## src/rtl/gpx_pkg.sv

```systemverilog
package gpx_pkg;

   localparam int REG_AW = 2;

   typedef enum logic [REG_AW-1:0] {
      RA_INPUT    = 2'd0,
      RA_DRIVE    = 2'd1,
      RA_INVERT   = 2'd2,
      RA_DIR      = 2'd3
   } reg_addr_e;

endpackage

```

## src/rtl/gpx_sync.sv

```systemverilog
// Multi-stage pin synchroniser; depth set by STAGES (minimum two).
module gpx_sync #(
   parameter int WIDTH  = 8,
   parameter int STAGES = 2
) (
   input  logic             clk,
   input  logic             rst_n,
   input  logic [WIDTH-1:0] d,
   output logic [WIDTH-1:0] q
);

   generate
      if (STAGES < 2) begin : g_bad_depth
         $error("gpx_sync: STAGES must be at least 2");
      end
      if (WIDTH < 1) begin : g_bad_width
         $error("gpx_sync: WIDTH must be positive");
      end
   endgenerate

   logic [STAGES-1:0][WIDTH-1:0] chain;

   always_ff @(posedge clk or negedge rst_n) begin
      if (!rst_n) begin
         chain <= '0;
      end else begin
         chain <= {chain[STAGES-2:0], d};
      end
   end

   assign q = chain[STAGES-1];

endmodule

```

## src/rtl/gpx_regfile.sv

```systemverilog
// Writable control registers: drive values, read inversion mask, direction.
module gpx_regfile
   import gpx_pkg::*;
#(
   parameter int               WIDTH     = 8,
   parameter logic [WIDTH-1:0] DRIVE_RST = '1,
   parameter logic [WIDTH-1:0] INV_RST   = '0,
   parameter logic [WIDTH-1:0] DIR_RST   = '1
) (
   input  logic              clk,
   input  logic              rst_n,
   input  logic              wr_en,
   input  logic [REG_AW-1:0] wr_addr,
   input  logic [WIDTH-1:0]  wr_data,
   output logic [WIDTH-1:0]  drive_q,
   output logic [WIDTH-1:0]  inv_q,
   output logic [WIDTH-1:0]  dir_q
);

   logic hit_drive, hit_inv, hit_dir;

   always_comb begin
      hit_drive = wr_en && (wr_addr == RA_DRIVE);
      hit_inv   = wr_en && (wr_addr == RA_INVERT);
      hit_dir   = wr_en && (wr_addr == RA_DIR);
   end

   always_ff @(posedge clk or negedge rst_n) begin
      if (!rst_n) begin
         drive_q <= DRIVE_RST;
      end else if (hit_drive) begin
         drive_q <= wr_data;
      end
   end

   always_ff @(posedge clk or negedge rst_n) begin
      if (!rst_n) begin
         inv_q <= INV_RST;
      end else if (hit_inv) begin
         inv_q <= wr_data;
      end
   end

   always_ff @(posedge clk or negedge rst_n) begin
      if (!rst_n) begin
         dir_q <= DIR_RST;
      end else if (hit_dir) begin
         dir_q <= wr_data;
      end
   end

endmodule

```

## src/rtl/gpx_change_det.sv

```systemverilog
// Input snapshot and change-detect interrupt.
module gpx_change_det #(
   parameter int WIDTH    = 8,
   parameter bit IRQ_FLOP = 1'b0
) (
   input  logic             clk,
   input  logic             rst_n,
   input  logic [WIDTH-1:0] sync_in,
   input  logic [WIDTH-1:0] dir_q,
   input  logic             capture,
   output logic [WIDTH-1:0] cap_q,
   output logic             irq_n
);

   logic [WIDTH-1:0] mism;
   logic             any_mism;

   always_ff @(posedge clk or negedge rst_n) begin
      if (!rst_n) begin
         cap_q <= '0;
      end else if (capture) begin
         cap_q <= sync_in;
      end
   end

   always_comb begin
      mism     = (sync_in ^ cap_q) & dir_q;
      any_mism = |mism;
   end

   generate
      if (IRQ_FLOP) begin : g_irq_reg
         logic irq_q;
         always_ff @(posedge clk or negedge rst_n) begin
            if (!rst_n) begin
               irq_q <= 1'b1;
            end else begin
               irq_q <= ~any_mism;
            end
         end
         assign irq_n = irq_q;
      end else begin : g_irq_comb
         assign irq_n = ~any_mism;
      end
   endgenerate

endmodule

```

## src/rtl/gpx_core.sv

```systemverilog
// GPIO expander register core: register bus, pin control, change interrupt.
module gpx_core
   import gpx_pkg::*;
#(
   parameter int               WIDTH       = 8,
   parameter int               TADDR_W     = 7,
   parameter logic [TADDR_W-1:0] ADDR_BASE = 7'h20,
   parameter int               SYNC_STAGES = 2,
   parameter bit               IRQ_FLOP    = 1'b0,
   parameter logic [WIDTH-1:0] DRIVE_RST   = '1,
   parameter logic [WIDTH-1:0] INV_RST     = '0,
   parameter logic [WIDTH-1:0] DIR_RST     = '1
) (
   input  logic               clk,
   input  logic               rst_n,
   input  logic               addr_sel,
   output logic [TADDR_W-1:0] target_addr,
   input  logic [REG_AW-1:0]  reg_addr,
   input  logic               wr_en,
   input  logic [WIDTH-1:0]   wr_data,
   input  logic               rd_en,
   output logic [WIDTH-1:0]   rd_data,
   input  logic [WIDTH-1:0]   pin_in,
   output logic [WIDTH-1:0]   pin_out,
   output logic [WIDTH-1:0]   pin_oe,
   output logic               irq_n
);

   generate
      if (TADDR_W < 2) begin : g_bad_taddr
         $error("gpx_core: TADDR_W must be at least 2");
      end
      if (ADDR_BASE[0] != 1'b0) begin : g_bad_base
         $error("gpx_core: ADDR_BASE bit 0 must be zero, the strap owns it");
      end
      if (WIDTH < 1 || WIDTH > 32) begin : g_bad_width
         $error("gpx_core: WIDTH out of range");
      end
   endgenerate

   logic [WIDTH-1:0] sync_q;
   logic [WIDTH-1:0] cap_q;
   logic [WIDTH-1:0] drive_q;
   logic [WIDTH-1:0] inv_q;
   logic [WIDTH-1:0] dir_q;
   logic             in_capture;
   logic [WIDTH-1:0] rd_mux;

   gpx_sync #(
      .WIDTH  (WIDTH),
      .STAGES (SYNC_STAGES)
   ) u_sync (
      .clk   (clk),
      .rst_n (rst_n),
      .d     (pin_in),
      .q     (sync_q)
   );

   gpx_regfile #(
      .WIDTH     (WIDTH),
      .DRIVE_RST (DRIVE_RST),
      .INV_RST   (INV_RST),
      .DIR_RST   (DIR_RST)
   ) u_regs (
      .clk     (clk),
      .rst_n   (rst_n),
      .wr_en   (wr_en),
      .wr_addr (reg_addr),
      .wr_data (wr_data),
      .drive_q (drive_q),
      .inv_q   (inv_q),
      .dir_q   (dir_q)
   );

   assign in_capture = rd_en && (reg_addr == RA_INPUT);

   gpx_change_det #(
      .WIDTH    (WIDTH),
      .IRQ_FLOP (IRQ_FLOP)
   ) u_chg (
      .clk     (clk),
      .rst_n   (rst_n),
      .sync_in (sync_q),
      .dir_q   (dir_q),
      .capture (in_capture),
      .cap_q   (cap_q),
      .irq_n   (irq_n)
   );

   always_comb begin
      case (reg_addr)
         RA_INPUT:  rd_mux = sync_q ^ inv_q;
         RA_DRIVE:  rd_mux = drive_q;
         RA_INVERT: rd_mux = inv_q;
         default:   rd_mux = dir_q;
      endcase
      rd_data = rd_en ? rd_mux : '0;
   end

   assign pin_out     = drive_q;
   assign pin_oe      = ~dir_q;
   assign target_addr = {ADDR_BASE[TADDR_W-1:1], addr_sel};

endmodule

```

## config.mk

```make
export PLATFORM = sky130hd
export DESIGN_NAME = gpx_core
export DESIGN_NICKNAME = d
export VERILOG_FILES = /design/src/rtl/gpx_pkg.sv /design/src/rtl/gpx_sync.sv /design/src/rtl/gpx_regfile.sv /design/src/rtl/gpx_change_det.sv /design/src/rtl/gpx_core.sv
export SDC_FILE = /design/constraint.sdc
export NUM_CORES = 1
export LEC_CHECK = 0
export BUFFER_PORTS_ARGS = -buffer_cell sky130_fd_sc_hd__buf_2
export CORE_UTILIZATION = 57
export CTS_CLUSTER_SIZE = 28
export DETAILED_ROUTE_END_ITERATION = 12
export PLACE_DENSITY = 0.84
export SLEW_MARGIN = 20
export SYNTH_ARGS = -nofsm -noshare
export SYNTH_HDL_FRONTEND = slang
export SYNTH_HIERARCHICAL = 1
export SYNTH_SLANG_ARGS = --single-unit
```

## constraint.sdc

```tcl
create_clock -name clk -period 2.85 [get_ports clk]
set_input_delay 0.57 -clock clk [delete_from_list [all_inputs] [get_ports clk]]
set_output_delay 0.57 -clock clk [all_outputs]
set_load 0.02 [all_outputs]
```

==> impl_metrics.tcl <==
set metrics [dict create \
    cts_resized 0 \
    synth_edf_count 0 \
    p_clk_share_pct 24.4 \
    place_congestion 0.7643 \
    min_path_type "primary input to async pin" \
    grt_max_degree 49 \
    synth_top_area_share_pct 34.84 \
    yosys.cell_types.count 23 \
    min_period_ps 2381 \
    internal_power_w 0.001210 \
    fill_cells 294 \
    cts_tree "done" \
    rrSetupSlack_ps 2030 \
    synth_top_cell_by_area "dfrtp_1" \
    rsz0062_at_grt "no" \
    status "complete, no violations" \
    antenna_found_initial 0 \
    cp-end-kind "output pin" \
    place.port_buffers 46 \
    clk_pin_slew_worst_paths_ps 80 \
    root_buffer "clkbuf_8" \
    leakage_nw 1.173 \
    grt_pass1_vias 1456 \
    post_cts_buffers 0 \
    synthArstFlopShare_pct 100.0 \
    met2WireLength_um 2021 \
    relSlewSlack_pct 56.22 \
    ioPinCount 55 \
    die_y_um 65.50 \
    power_frac_seq_pct 52.5 \
    postRouteAntennaNets 0 \
    die-area_um2 4290 \
    first_pass_iters 4 \
    std_cell_rows 22 \
    tightest_slew_ps 656.6 \
    die_x_um 65.50 \
    finClkSkew_ps 3.723 \
    final_hold_viol_count 0 \
    min_period_over_period_pct 83.54 \
    detailed_place_hpwl_um 2868 \
    drtIter0Drc 61 \
    synthCells 177 \
    synth-main-ff-cell "dfrtp_1" \
    grt_pass1_wl_um 6679 \
    tns_ps 0 \
    wl_per_cell_um 15.63 \
    report.final.slew_viol_count 0 \
    wirelength_um 4094 \
    grt_usage_pct 21.17 \
    cts_buffer_depth 2 \
    ys_seq_elements 48 \
    cp_max_fo 36 \
    power_per_cell_area_nw_per_um2 669.1 \
    core_um2 3771 \
    cp_slowest_cell "buf_2" \
    synthTopCellsByCount "dfrtp_1 (32), mux2_2 (32), buf_4 (16), dfstp_2 (16)" \
    power_frac_comb_pct 23.1 \
    vias 1445 \
    drive_gt1_share_pct 50.93 \
    wl_met3_um 178 \
    crit_chain "buf_2, nand3b_1, a21oi_1, a211oi_1, buf_2" \
    clkLatencyLatePin_ps 290 \
    path_common_cell "buf_2" \
    drc 0 \
    r2r-start "u_sync/q[6]" \
    ir_drop_mv 0.4573 \
    fmax_mhz 420.0 \
    routed.top_layer "met4" \
    cpPeakStageDelay_ps 510 \
    cts_made_buffers 5 \
    initial_utilization_pct 60.95 \
    cts.sinks 48 \
    r2r_cells 1 \
    area_delta_synth_final_pct 11.21 \
    reg2reg_to "u_chg/cap_q[6]" \
    setup_violations 0 \
    yosysSeqAreaShare_pct 53.13 \
    cp-start-kind "primary input" \
    switching_share_pct 29.27 \
    grt_overflow 0 \
    postCtsHoldBufs 0 \
    path_class "primary input to output pin" \
    nets 237 \
    worst_slack_ps 469.1 \
    wl_met1_um 1886 \
    synth_area_leaders "dfrtp_1 (35%), dfstp_2 (18%), mux2_2 (16%)" \
    switching_power_w 0.0005006 \
    viasPerCell 5.515 \
    arrival_ps 1810 \
    syn_avg_cell_area_um2 12.99 \
    maxCapViolCount 0 \
    diodes 0 \
    yosys_warnings 6 \
    worst_ep_required_time_ps 2280 \
    syn_area_um2 2298 \
    pre_cts_ws_ps 479.7 \
    htreeDepth 2 \
]
==> routing by layer <==
metal / track usage (%) / vias to the layer above
li1: - / 677
met1: 27.92 / 716
met2: 35.18 / 50
met3: 4.340 / 2
met4: 6.522 / 0
met5: 0 / -
==> worst max-delay path by stage <==
stage,startpoint,end
final,reg_addr[0],rd_data[2]
after global placement,reg_addr[0],rd_data[0]
after floorplan,reg_addr[1],rd_data[0]
after detailed placement,reg_addr[0],rd_data[2]
after CTS,reg_addr[0],rd_data[2]
after global routing,reg_addr[0],rd_data[2]
==> sequential cells by signal, indices dropped and copies added, names as in the netlist <==
name and cells:
u_chg/cap_q 8, u_sync/q 8, u_sync/chain 8, u_regs/drive_q 8, u_regs/dir_q 8, u_regs/inv_q 8
==> logic make-up (layout without fill, tap and decap cells) <==
kind of cell / count (synthesis) / count (layout) / synth area share [%]
XOR/XNOR: 8 / 8 / 3.049
AND/OR/NAND/NOR: 21 / 21 / 7.077
multiplexers: 40 / 40 / 19.16
flip-flops: 48 / 48 / 53.13
AO/OA/AOI/OAI: 28 / 28 / 8.928
buffers and inverters: 30 / 63 / 8.329
other: 2 / 6 / 0.3267
==> critical path: cells and delay by family <==
kind / cells / cell delay, ps
AO/OA/AOI/OAI: 2 / 320
AND/OR/NAND/NOR: 1 / 200
buffers and inverters: 2 / 710
==> through the flow <==
step | instances | power, W | util, % | hold WS [ps] | area (µm²)
4_1_cts | 262 | 0.001724 | 67.72 | 355.3 | 2554
2_1_floorplan | 181 | 0.001185 | - | 274.4 | 2313
5_1_grt | 262 | 0.001799 | 67.78 | 314.1 | 2556
3_5_place_dp | 255 | 0.001309 | 65.16 | 337.1 | 2457
3_3_place_gp | 255 | 0.001289 | 65.16 | 332.1 | 2457
6_report | 262 | 0.001710 | 67.78 | 273.1 | 2556
==> area by class of cell <==
cell class	instances	area, µm²	share of cell area (%)
timing repair buffer	48	247.7	9.692
multi-input combinational	103	900.9	35.24
sequential	48	1221	47.77
clock buffer	7	96.34	3.769
inverter	8	30.03	1.175
tap	48	60.06	2.349
==> cells in the final DEF (no fill, tap or decap), drive strengths merged <==
| master | instances |
|---|---|
| mux2i | 8 |
| nand3b | 10 |
| dfstp | 16 |
| clkbuf | 7 |
| a21oi | 8 |
| xor2 | 8 |
| inv | 8 |
| a22oi | 4 |
| or2b | 3 |
| and4 | 1 |
| nand3 | 1 |
| o31ai | 8 |
| mux2 | 32 |
| nor3b | 1 |
| buf | 48 |
| nand2b | 5 |
| dfrtp | 32 |
| a211oi | 8 |
| conb | 6 |
==> power by group through the flow <==
| stage | Clock, W | Sequential, W | Combinational [W] |
|---|---|---|---|
| detailed placement | 0 | 0.000911 | 0.000397 |
| finish | 0.000417 | 0.000899 | 0.000395 |
| global route | 0.000454 | 0.000911 | 0.000433 |
| CTS | 0.000428 | 0.000898 | 0.000398 |
| floorplan | 0 | 0.000909 | 0.000276 |
| global placement | 0 | 0.000903 | 0.000386 |
No activity file was read; power rests on OpenSTA's default activity.
